File: src/rtl/bus_seq_pkg.sv
package bus_seq_pkg;
  typedef enum logic [2:0] {
    ST_IDLE = 3'd0,
    ST_T1   = 3'd1,
    ST_T2   = 3'd2,
    ST_T3   = 3'd3,
    ST_TW   = 3'd4,
    ST_T4   = 3'd5
  } bus_state_e;
endpackage

File: src/rtl/bus_seq_fsm.sv
module bus_seq_fsm
  import bus_seq_pkg::*;
(
  input  logic       clk_i,
  input  logic       rst_ni,
  input  logic       req_i,
  input  logic       ready_i,
  output bus_state_e state_o,
  output logic       accept_o,
  output logic       capture_o
);
  bus_state_e state_q, state_d;
  logic       rdy_q;  // READY seen on the edge that ends T2

  assign state_o   = state_q;
  assign accept_o  = req_i && (state_q == ST_IDLE || state_q == ST_T4);
  assign capture_o = (state_q == ST_T3 && rdy_q) || (state_q == ST_TW && ready_i);

  always_comb begin
    state_d = state_q;
    case (state_q)
      ST_IDLE: state_d = accept_o ? ST_T1 : ST_IDLE;
      ST_T1:   state_d = ST_T2;
      ST_T2:   state_d = ST_T3;
      ST_T3:   state_d = rdy_q ? ST_T4 : ST_TW;
      ST_TW:   state_d = ready_i ? ST_T4 : ST_TW;
      ST_T4:   state_d = accept_o ? ST_T1 : ST_IDLE;
      default: state_d = ST_IDLE;
    endcase
  end

  always_ff @(posedge clk_i or negedge rst_ni) begin
    if (!rst_ni) begin
      state_q <= ST_IDLE;
      rdy_q   <= 1'b0;
    end else begin
      state_q <= state_d;
      if (state_q == ST_T2) rdy_q <= ready_i;
    end
  end

  // ready seen at the end of T2 picks the state after T3
  p_t2_ready_r6: assert property (@(posedge clk_i) disable iff (!rst_ni)
    (state_q == ST_T2 && ready_i) |=> ##1 (state_q == ST_T4));
  p_t2_wait_r6: assert property (@(posedge clk_i) disable iff (!rst_ni)
    (state_q == ST_T2 && !ready_i) |=> ##1 (state_q == ST_TW));
  // a wait state repeats while ready is low
  p_wait_hold_r7: assert property (@(posedge clk_i) disable iff (!rst_ni)
    (state_q == ST_TW && !ready_i) |=> (state_q == ST_TW));
  // no new cycle starts from mid-cycle states
  p_no_midcycle_start_r10: assert property (@(posedge clk_i) disable iff (!rst_ni)
    (state_q inside {ST_T1, ST_T2, ST_T3, ST_TW}) |=> (state_q != ST_T1));
endmodule

File: src/rtl/bus_seq_drive.sv
module bus_seq_drive
  import bus_seq_pkg::*;
#(
  parameter int AW = 20,
  parameter int DW = 16
) (
  input  logic          clk_i,
  input  logic          rst_ni,
  input  bus_state_e    state_i,
  input  logic          accept_i,
  input  logic          req_we_i,
  input  logic          req_io_i,
  input  logic [AW-1:0] req_addr_i,
  input  logic [DW-1:0] req_wdata_i,
  output logic [AW-1:0] ad_o,
  output logic          ad_oe_o,
  output logic          ale_o,
  output logic          rd_no,
  output logic          wr_no,
  output logic          io_sel_o,
  output logic          done_o,
  output logic          we_o
);
  logic [AW-1:0] addr_q;
  logic [DW-1:0] wdata_q;
  logic          we_q, io_q;
  logic [AW-1:0] wext;
  logic          data_ph, strobe_ph;

  generate
    if (AW > DW) begin : g_pad
      assign wext = {{(AW-DW){1'b0}}, wdata_q};
    end else begin : g_nopad
      assign wext = wdata_q[AW-1:0];
    end
  endgenerate

  always_ff @(posedge clk_i or negedge rst_ni) begin
    if (!rst_ni) begin
      addr_q  <= '0;
      wdata_q <= '0;
      we_q    <= 1'b0;
      io_q    <= 1'b0;
    end else if (accept_i) begin
      addr_q  <= req_addr_i;
      wdata_q <= req_wdata_i;
      we_q    <= req_we_i;
      io_q    <= req_io_i;
    end
  end

  assign data_ph   = state_i inside {ST_T2, ST_T3, ST_TW, ST_T4};
  assign strobe_ph = state_i inside {ST_T2, ST_T3, ST_TW};

  assign ale_o    = (state_i == ST_T1);
  assign ad_oe_o  = ale_o || (we_q && data_ph);
  assign ad_o     = ale_o ? addr_q : ((we_q && data_ph) ? wext : '0);
  assign rd_no    = !(strobe_ph && !we_q);
  assign wr_no    = !(strobe_ph && we_q);
  assign io_sel_o = io_q;
  assign done_o   = (state_i == ST_T4);
  assign we_o     = we_q;

  p_ale_quiet_r2: assert property (@(posedge clk_i) disable iff (!rst_ni)
    ale_o |-> (rd_no && wr_no && !done_o));
  p_ale_pulse_r2: assert property (@(posedge clk_i) disable iff (!rst_ni)
    ale_o |=> !ale_o);
  p_strobe_excl_r5: assert property (@(posedge clk_i) disable iff (!rst_ni)
    (rd_no || wr_no));
  p_write_drive_r4: assert property (@(posedge clk_i) disable iff (!rst_ni)
    !wr_no |-> ad_oe_o);
  p_read_release_r4: assert property (@(posedge clk_i) disable iff (!rst_ni)
    !rd_no |-> (!ad_oe_o && ad_o == '0));
endmodule

File: src/rtl/bus_seq_rcap.sv
module bus_seq_rcap #(
  parameter int AW = 20,
  parameter int DW = 16
) (
  input  logic          clk_i,
  input  logic          rst_ni,
  input  logic          capture_i,
  input  logic          we_i,
  input  logic [AW-1:0] ad_i,
  output logic [DW-1:0] rdata_o
);
  logic [DW-1:0] rdata_q;

  always_ff @(posedge clk_i or negedge rst_ni) begin
    if (!rst_ni)                rdata_q <= '0;
    else if (capture_i && !we_i) rdata_q <= ad_i[DW-1:0];
  end

  assign rdata_o = rdata_q;

  p_capture_r8: assert property (@(posedge clk_i) disable iff (!rst_ni)
    (capture_i && !we_i) |=> (rdata_o == $past(ad_i[DW-1:0])));
  p_write_keeps_r8: assert property (@(posedge clk_i) disable iff (!rst_ni)
    we_i |=> $stable(rdata_o));
endmodule

File: src/rtl/bus_cycle_seq.sv
module bus_cycle_seq
  import bus_seq_pkg::*;
#(
  parameter int AW = 20,
  parameter int DW = 16
) (
  input  logic          clk_i,
  input  logic          rst_ni,
  input  logic          req_i,
  input  logic          req_we_i,
  input  logic          req_io_i,
  input  logic [AW-1:0] req_addr_i,
  input  logic [DW-1:0] req_wdata_i,
  input  logic          ready_i,
  input  logic [AW-1:0] ad_i,
  output logic [AW-1:0] ad_o,
  output logic          ad_oe_o,
  output logic          ale_o,
  output logic          rd_no,
  output logic          wr_no,
  output logic          io_sel_o,
  output logic [DW-1:0] rdata_o,
  output logic          done_o
);
  bus_state_e state;
  logic       accept, capture, we;

  bus_seq_fsm u_fsm (
    .clk_i     (clk_i),
    .rst_ni    (rst_ni),
    .req_i     (req_i),
    .ready_i   (ready_i),
    .state_o   (state),
    .accept_o  (accept),
    .capture_o (capture)
  );

  bus_seq_drive #(.AW(AW), .DW(DW)) u_drive (
    .clk_i       (clk_i),
    .rst_ni      (rst_ni),
    .state_i     (state),
    .accept_i    (accept),
    .req_we_i    (req_we_i),
    .req_io_i    (req_io_i),
    .req_addr_i  (req_addr_i),
    .req_wdata_i (req_wdata_i),
    .ad_o        (ad_o),
    .ad_oe_o     (ad_oe_o),
    .ale_o       (ale_o),
    .rd_no       (rd_no),
    .wr_no       (wr_no),
    .io_sel_o    (io_sel_o),
    .done_o      (done_o),
    .we_o        (we)
  );

  bus_seq_rcap #(.AW(AW), .DW(DW)) u_rcap (
    .clk_i     (clk_i),
    .rst_ni    (rst_ni),
    .capture_i (capture),
    .we_i      (we),
    .ad_i      (ad_i),
    .rdata_o   (rdata_o)
  );

  p_done_single_r9: assert property (@(posedge clk_i) disable iff (!rst_ni)
    done_o |=> !done_o);
  p_done_after_strobe_r9: assert property (@(posedge clk_i) disable iff (!rst_ni)
    done_o |-> (rd_no && wr_no && !ale_o));
  p_t1_addr_r3: assert property (@(posedge clk_i) disable iff (!rst_ni)
    ale_o |-> ad_oe_o);
  p_ale_next_r1: assert property (@(posedge clk_i) disable iff (!rst_ni)
    ale_o |=> (!rd_no || !wr_no));
endmodule

File: config.mk
export PLATFORM = sky130hd
export DESIGN_NAME = bus_cycle_seq
export DESIGN_NICKNAME = d
export VERILOG_FILES = /design/src/rtl/bus_seq_pkg.sv /design/src/rtl/bus_seq_fsm.sv /design/src/rtl/bus_seq_drive.sv /design/src/rtl/bus_seq_rcap.sv /design/src/rtl/bus_cycle_seq.sv
export SDC_FILE = /design/constraint.sdc
export NUM_CORES = 1
export LEC_CHECK = 0
export BUFFER_PORTS_ARGS = -buffer_cell sky130_fd_sc_hd__buf_2
export CELL_PAD_IN_SITES_DETAIL_PLACEMENT = 0
export CELL_PAD_IN_SITES_GLOBAL_PLACEMENT = 2
export CORE_MARGIN = 2
export CORE_UTILIZATION = 28
export CTS_CLUSTER_SIZE = 40
export DETAILED_ROUTE_END_ITERATION = 6
export PLACE_DENSITY = 0.79
export SLEW_MARGIN = 10
export SYNTH_ARGS = -nofsm -noshare
export SYNTH_HDL_FRONTEND = slang
export SYNTH_HIERARCHICAL = 1
export SYNTH_SLANG_ARGS = --single-unit
File: constraint.sdc
create_clock -name clk_i -period 2.2 [get_ports clk_i]
set_clock_uncertainty 0.15 [all_clocks]
set_input_delay 0.11 -clock clk_i [delete_from_list [all_inputs] [get_ports clk_i]]
set_output_delay 0.11 -clock clk_i [all_outputs]
set_load 0.05 [all_outputs]
==> After elaboration in Yosys (flattened, before gate mapping) <==
Cells that the tools add are included.
W data, S select, Z words.
{ "totals": {"wordCells": 35, "output_inout_bits": 42, "reg_bits": 58} }
{ "classes": {"mux": 6, "eq_ne": 5, "n_reduce_logical": 17} }
{ "op_table": {"columns": ["op", "count"], "rows": [
  ["$mux W20", 1],
  ["$mux W16", 1],
  ["$pmux W3 S5", 1],
  ["$logic_and A1 B1 Y1", 7],
  ["$eq A3 B2 Y1 const B", 2],
  ["$eq A3 B3 Y1 const B", 2],
  ["$reduce_bool A4 Y1", 1],
  ["$eq A3 B1 Y1 const B", 1],
  ["$logic_not A1 Y1", 3],
  ["$logic_not A3 Y1", 1],
  ["$logic_or A1 B1 Y1", 3],
  ["$mux W1", 3],
  ["$reduce_bool A3 Y1", 1],
  ["$reduce_or A2 Y1", 1]
]} }

==> Longest topological paths before layout <==
Gate-level depths: netlist of run 1.
{ "logic_depth": {"word_depth": 5, "ltp_mapped": 7} }

==> Modules after synthesis <==
Netlist of run 1, hierarchy kept.
{ "by_module_without_submodules": {"columns": ["mod", "area_each_um2", "n_inst", "cells_per_inst"], "rows": [
  ["bus_seq_drive", 1834.3, 1, 133],
  ["bus_seq_rcap", 663.1, 1, 35],
  ["bus_seq_fsm", 245.2, 1, 24]
]} }

==> Worst setup path before layout of run 1 <==
OpenSTA, ideal clock, no wires.
{ "synth_timing": {"kind": "reg2out", "start": "reg u_fsm.state_q[2], in the netlist u_fsm/state_o[2]", "end": "out wr_no", "path_slack_ps": -307, "path_buffers": 1, "required_ps": 1940, "arrival_ps": 2247, "stages_incl_launch_ff": 5, "path_cell_list": "dfrtp_1 > clkbuf_1 > inv_1 > ha_1 > o21ai_0"} }
{ "synth_between": {"elab_chain_cells": 4, "elab_cells_between_ends": 6, "cone_classes": "eq/ne: 3; reduce/logical: 3"} }
{ "synth_rtl": {"columns": ["item", "line_no", "source"], "rows": [
  ["start: declaration", "bus_seq_fsm.sv:12", "bus_state_e state_q, state_d;"],
  ["start signal: assignment", "bus_seq_fsm.sv:37", "state_q <= state_d;"],
  ["$eq A3 B2 Y1 / $eq A3 B3 Y1 (equally long branches)", "bus_seq_drive.sv:53", "assign strobe_ph = state_i inside {ST_T2, ST_T3, ST_TW};"],
  ["$reduce_bool A3 Y1 (*)", "bus_seq_drive.sv:53", null],
  ["$logic_and A1 B1 Y1 (*)", "bus_seq_drive.sv:59", "assign wr_no = !(strobe_ph && we_q);"],
  ["$logic_not A1 Y1 (*)", "bus_seq_drive.sv:59", null],
  ["end: declaration", "bus_cycle_seq.sv:20", "output logic wr_no,"]
]} }
Mark *: on every way between the ends. The rest lies on a longest branch, timed or not.

==> Final worst setup path of run 1 <==
{ "layout_timing": {"start": "reg u_fsm.state_q[0], in the netlist u_fsm/state_o[0]", "end": "out ad_o[9]"} }
{ "layout_between": {"elab_chain_cells": 5, "elab_cells_between_ends": 9, "cone_classes": "eq/ne: 5; mux: 2; reduce/logical: 2"} }
{ "layout_rtl": {"columns": ["item", "line_no", "source"], "rows": [
  ["$eq A3 B2 Y1 / $eq A3 B3 Y1 (equally long branches)", "bus_seq_drive.sv:52", "assign data_ph = state_i inside {ST_T2, ST_T3, ST_TW, ST_T4};"],
  ["$reduce_bool A4 Y1", "bus_seq_drive.sv:52", null],
  ["$logic_and A1 B1 Y1", "bus_seq_drive.sv:57", "assign ad_o = ale_o ? addr_q : ((we_q && data_ph) ? wext : '0);"],
  ["$mux W16", "bus_seq_drive.sv:57", null],
  ["$mux W20 (*)", "bus_seq_drive.sv:57", null],
  ["end: declaration", "bus_cycle_seq.sv:16", "output logic [AW-1:0] ad_o,"]
]} }
Marked as above.

==> results.py, run 1 <==
metrics = {
    "run_status": {
        "status": "finished, final reports clean",
    },
    "worst_setup_path": {
        "reg2reg_setup_slack_ps": 100,
        "critPathLaunchType": "flip-flop",
        "critPathKind": "flip-flop to output pin",
        "ff2ff_path_depth": 6,
        "reg2reg_from": "u_fsm/state_o[2]$_DFF_PN0_",
        "endpoint_kind": "output pin",
        "cp.required_ps": 1940,
        "critPathMaxFanout": 9,
        "critPathArrivalTime_ps": 1880,
        "timing.rr.end": "u_drive/io_sel_o$_DFFE_PN0P_",
    },
    "cells_and_area": {
        "mostFrequentLayoutCell": "buf_2",
        "nets": 426,
        "final_cell_mix": "buf_2 (84), dlygate4sd3_1 (58), dfrtp_1 (56)",
        "areaGrowthSynthToFinish_pct": 58.2,
        "drive_gt1_share_pct": 58.7,
        "final_cell_area_sq_mm": 0.00434,
        "fillers": 922,
        "fin_cells": 501,
        "n_antenna_cell": 0,
    },
    "run": {
        "maxCapViolCount": 0,
    },
    "yosys": {
        "ys_types": 34,
        "ys_seq_area_share_pct": 52.9,
        "synth_area_sq_mm": 0.00274,
        "syn_area_per_cell_sq_um": 14.3,
        "yosysWarnings": 6,
        "syn_nets": 255,
        "synthCells": 192,
        "ys_ff_latch": 58,
    },
    "global_routing": {
        "grt_remaining_overflow": 0,
        "grt_pass1_wl_um": 11600,
        "antenna_found_initial": 0,
        "track_usage_pct": 14.2,
        "grt_max_degree": 31,
        "grt_pass1_vias": 2400,
        "grtUsageMet1_pct": 17.7,
        "met3_usage_pct": 4.41,
        "gr-usage-met2_pct": 23.7,
        "top_usage_layer": "met2",
    },
    "clock_network": {
        "root_buffer": "clkbuf_8",
        "cts_buffers": 9,
        "cts.path.max_buffers": 2,
        "tritoncts": "yes",
        "clk_pin_slew_ps": 70,
        "clk_latency_ps": 320,
        "h-tree-depth": 3,
        "clock_sinks": 58,
    },
    "timing": {
        "whs_ps": 225,
        "period_needed_ps": 2140,
        "rsz0062_at_grt": "yes",
        "hold_viol": 0,
        "fmax_ghz": 0.468,
        "drv_slew": 0,
        "worst_pin_slew_ps": 701,
        "period_share_pct": 97.1,
        "setup_viol": 0,
        "maxSlewHeadroom_pct": 53.2,
    },
    "detailed_routing": {
        "wl_per_cell_um": 14.2,
        "antenna_left": 0,
        "wl_um": 7140,
        "drc_errors": 0,
        "first_pass_iters": 4,
        "vias": 2209,
        "drt-initial-drc-count": 64,
        "post_drt_via_cell_ratio": 4.41,
    },
    "floorplan": {
        "die-area_sq_mm": 0.0106,
        "num_io_pins": 104,
        "rows": 36,
        "start_util_pct": 28.5,
        "die_height_um": 103,
        "fp.dieW_um": 103,
        "fp.coreArea_sq_mm": 0.00964,
    },
    "power_and_ir_drop": {
        "power_mw": 7.46,
        "vdd.ir_drop.worst_uv": 944,
        "p_leak_nw": 2.00,
        "p_per_area_mw_per_mm2": 1720,
    },
    "placement": {
        "dp_cells": 425,
        "dpl_cell_area_sq_mm": 0.00345,
        "gp_congestion": 0.712,
        "portBuffers": 99,
        "hpwl_um": 4740,
    },
    "worst_hold_path": {
        "holdCritPathClass": "input port to async pin",
    },
}
## cells in the mapped netlist
cell        n  area (sq um)
nand2_1     2          7.51
buf_2       3          15.0
a31o_1     10          87.6
buf_12      1          20.0
mux2i_1     1          10.0
nor2b_1     2          12.5
ha_1        1          12.5
buf_1       1          3.75
o22ai_1     1          6.26
o21bai_1    1          7.51
clkbuf_2    1          5.00
xor2_1      1          8.76
or2_2       1          6.26
nor4bb_1   16           160
nand2b_1    2          12.5
and2_1      4          25.0
or3b_1      1          8.76
o21ai_1     1          5.00
a2bb2oi_2   1          15.0
o32ai_1     1          8.76
o21ai_0     2          10.0
dfrtp_1    58          1450
clkbuf_1    4          15.0
mux2_2     44           495
a31o_2      6          52.6
inv_1       3          11.3
buf_6       4          45.0
mux2_4     10           150
xnor2_1     1          8.76
nand2b_4    1          13.8
o31ai_1     1          7.51
nor3b_1     3          22.5
nor2b_4     1          13.8
nor2_1      2          7.51
## flip-flops by register name, indices dropped and copies added, names as in the netlist
signal	flops
u_fsm/rdy_q	1
u_fsm/state_o	3
u_drive/io_sel_o	1
u_rcap/rdata_o	16
u_drive/addr_q	20
u_drive/wdata_q	16
u_drive/we_o	1
## where the power goes
group          internal [mW]  switching, mW  total [mW]
combinational           1.76           2.59        4.35
sequential              1.62          0.319        1.94
clock                  0.747          0.415        1.16
total                   4.13           3.32        7.46
## worst max-delay path: stages (launching register included)
cell and delay, ps:
dfrtp_2 470, or3b_4 450, buf_4 180, a31o_2 240
clkbuf_4 210
## layout make-up
type	instances	area [sq um]	share of cell area (%)
Inverter	3	11.3	0.260
Tap cell	133	166	3.84
Clock inverter	6	105	2.42
Multi-Input combinational cell	117	1220	28.1
Sequential cell	58	1450	33.5
Timing Repair Buffer	174	1260	29.0
Clock buffer	10	128	2.94
## metrics by stage
stage                     utilization (%)  worst slack [ps]  TNS, ps
after global placement               35.8               162        0
after floorplan                         -             -1.53    -12.3
after CTS                            44.6              1.57        0
after global routing                 45.0           -0.0888   -0.148
after detailed placement             35.8               142        0
final                                45.0              64.3        0
## worst max path at each step
stage | end | cells past startpoint | startpoint | slack [ps]
floorplan | ad_o[2] | 7 | u_fsm/state_o[2]$_DFF_PN0_ | -2
finish | ad_o[9] | 4 | u_fsm/state_o[0]$_DFF_PN0_ | 60
CTS | ad_o[7] | 4 | u_fsm/state_o[0]$_DFF_PN0_ | 2
global route | ad_o[12] | 4 | u_fsm/state_o[0]$_DFF_PN0_ | -0.09
global placement | ad_o[1] | 6 | u_fsm/state_o[2]$_DFF_PN0_ | 160
detailed placement | ad_o[1] | 6 | u_fsm/state_o[2]$_DFF_PN0_ | 140
## logic make-up after synthesis
logic type	after synthesis	share of synthesized area (%)
flops	58	52.9
mux	55	23.9
buf+inv	17	4.20
compound gates	24	7.30
fa+ha+maj	1	0.456
simple gates	35	10.6
xor+xnor	2	0.639
## routing by layer
metal	routed length, um	up-vias
li1	-	1051
met1	3170	1086
met2	3510	65
met3	398	7
met4	56	0
met5	0	-
## repair_timing
action | in CTS | in global routing
hold buffers | 58 | 0
gates cloned | 0 | 0
gates resized for setup | 10 | 11
pin swaps | 0 | 0
hold endpoints to repair | 84 | 0
buffers inserted | 1 | 1
setup endpoints to repair | 21 | 19
No activity file was read; power rests on OpenSTA's default activity.
==> run 2: changes to the inputs <==
--- a/config.mk
+++ b/config.mk
@@ -13,5 +13,5 @@
 export CTS_CLUSTER_SIZE = 40
 export DETAILED_ROUTE_END_ITERATION = 6
-export PLACE_DENSITY = 0.79
+export PLACE_DENSITY_LB_ADDON = 0.08
 export SLEW_MARGIN = 10
 export SYNTH_ARGS = -nofsm -noshare
==> constraint.sdc (replaced) <==
create_clock -name clk_i -period 2.2 [get_ports clk_i]
set_clock_uncertainty 0.15 [all_clocks]
set_input_delay 0.22 -clock clk_i [delete_from_list [all_inputs] [get_ports clk_i]]
set_output_delay 0.22 -clock clk_i [all_outputs]
set_load 0.05 [all_outputs]
==> results.py, run 2 (same netlist as run 1, synthesis figures left out) <==
metrics = {
    "clock_network": {
        "clock_sinks": 58,
        "clk_pin_slew_ps": 60,
        "root_buffer": "clkbuf_8",
        "h-tree-depth": 3,
        "tritoncts": "yes",
        "cts.path.max_buffers": 2,
        "cts_buffers": 9,
        "clk_latency_ps": 330,
    },
    "detailed_routing": {
        "antenna_left": 0,
        "first_pass_iters": 4,
        "top_layer": "met4",
        "wl_met3_um": 411,
        "drt-initial-drc-count": 56,
        "wl_met2_um": 3600,
        "drc_errors": 0,
        "wl_per_cell_um": 14.5,
        "vias": 2168,
        "post_drt_via_cell_ratio": 4.32,
        "wl_um": 7300,
        "met1_length_um": 3200,
    },
    "worst_setup_path": {
        "critPathMaxFanout": 15,
        "critPathKind": "flip-flop to output pin",
        "cp.required_ps": 1830,
        "critPathArrivalTime_ps": 1780,
        "critPathLaunchType": "flip-flop",
        "endpoint_kind": "output pin",
    },
    "floorplan": {
        "fp.coreArea_sq_mm": 0.00964,
        "rows": 36,
        "die-area_sq_mm": 0.0106,
        "start_util_pct": 28.5,
        "die_height_um": 103,
        "num_io_pins": 104,
        "fp.dieW_um": 103,
    },
    "worst_hold_path": {
        "holdCritPathClass": "input port to flip-flop",
    },
    "power_and_ir_drop": {
        "p_per_area_mw_per_mm2": 1700,
        "power_mw": 7.54,
        "p_leak_nw": 2.01,
        "vdd.ir_drop.worst_uv": 743,
    },
    "cells_and_area": {
        "nets": 427,
        "fillers": 937,
        "final_cell_area_sq_mm": 0.00445,
        "n_antenna_cell": 0,
        "largest_register_ffs": 20,
        "final_cell_mix": "buf_2 (82), dlygate4sd3_1 (56), dfrtp_1 (55)",
        "drive_gt1_share_pct": 59.9,
        "areaGrowthSynthToFinish_pct": 62.1,
        "largest_register": "u_drive/addr_q",
        "mostFrequentLayoutCell": "buf_2",
    },
    "timing": {
        "period_share_pct": 97.9,
        "worst_pin_slew_ps": 348,
        "period_needed_ps": 2150,
        "drv_slew": 0,
        "whs_ps": 41.9,
        "setup_viol": 0,
        "setup_tns_ps": 0,
        "hold_viol": 0,
        "rsz0062_at_grt": "yes",
        "maxSlewHeadroom_pct": 76.5,
        "fmax_ghz": 0.464,
    },
    "global_routing": {
        "grt_pass1_wl_um": 11300,
        "track_usage_pct": 14.1,
        "grt_max_degree": 59,
        "grt_remaining_overflow": 0,
        "antenna_found_initial": 0,
        "grt_pass1_vias": 2285,
    },
    "placement": {
        "hpwl_um": 4660,
        "dpl_cell_area_sq_mm": 0.00348,
        "gp_congestion": 0.683,
        "portBuffers": 99,
    },
    "run": {
        "maxCapViolCount": 0,
    },
    "run_status": {
        "status": "finished, final reports clean",
    },
}
-- run 2: changes by cell type in the layout (fill, tap and decap cells not counted), moves of 2 or more --
| cell | before | now |
|---|---|---|
| and2_1 | 0 | 3 |
| and2_2 | 4 | 1 |
| buf_12 | 1 | 5 |
| buf_2 | 84 | 82 |
| buf_4 | 23 | 17 |
| buf_6 | 1 | 12 |
| bufinv_16 | 3 | 0 |
| clkbuf_4 | 7 | 1 |
| clkbuf_8 | 9 | 12 |
| dlygate4sd3_1 | 58 | 56 |
| nor4bb_1 | 16 | 13 |
| nor4bb_2 | 0 | 3 |
-- run 2: final timing paths --
kind / startpoint / endpoint / slack [ps] / depth (start not counted)
hold / removal: ready_i / u_fsm/rdy_q$_DFFE_PN0P_ / 40 / 3
min in group asynchronous: rst_ni / u_drive/wdata_q[5]$_DFFE_PN0P_ / 270 / 3
setup / recovery: u_fsm/state_o[1]$_DFF_PN0_ / ad_o[2] / 50 / 4
max in group asynchronous: rst_ni / u_fsm/state_o[1]$_DFF_PN0_ / 1350 / 3
setup reg to reg: u_fsm/state_o[2]$_DFF_PN0_ / u_drive/wdata_q[9]$_DFFE_PN0P_ / 110 / 6
hold reg to reg: u_drive/addr_q[9]$_DFFE_PN0P_ / u_drive/addr_q[9]$_DFFE_PN0P_ / 350 / 1
-- run 2: metal layers --
metal  track usage (%)  up-vias
met5                 0        -
met4              4.25        0
met3              5.02        8
met2              24.1       60
met1              16.8     1047
li1                  -     1053
-- run 2: critical path: stages (launching register included) --
cell and delay, ps:
dfrtp_2 440, or3b_4 420, buf_12 170, a31o_2 230
buf_4 180
-- run 2: area by class of cell --
| class | count | area (sq um) | share of cell area [%] |
|---|---|---|---|
| clock buffer | 14 | 173 | 3.88 |
| multi-input combinational | 117 | 1240 | 28.0 |
| sequential | 58 | 1460 | 32.7 |
| inverter | 3 | 15.0 | 0.338 |
| timing repair buffer | 175 | 1380 | 31.1 |
| tap | 133 | 166 | 3.74 |
| clock inverter | 2 | 10.0 | 0.225 |
-- run 2: what timing repair did --
action | 4_1_cts | 5_1_grt
hold endpoints to repair | 113 | 0
endpoints found under the setup margin | 21 | 16
cloned | 0 | 1
buffers inserted | 3 | 3
pin swaps | 0 | 1
resized for setup | 23 | 21
hold buffers | 56 | 0
-- run 2: metrics by stage --
step / cells / setup slack [ps] / util (%)
final: 502 / 46.1 / 46.1
after global routing: 502 / -16.9 / 46.1
after CTS: 498 / 3.19 / 44.7
after detailed placement: 423 / 155 / 36.1
after global placement: 423 / 151 / 36.1
after floorplan: 192 / -10.8 / -
-- run 2: where the power goes --
part | internal [mW] | total (mW) | switching, mW | leakage [nW]
registers | 1.63 | 1.91 | 0.287 | 0.680
logic | 2.04 | 4.72 | 2.67 | 1.23
clock network | 0.499 | 0.916 | 0.417 | 0.0965
total | 4.17 | 7.54 | 3.38 | 2.01
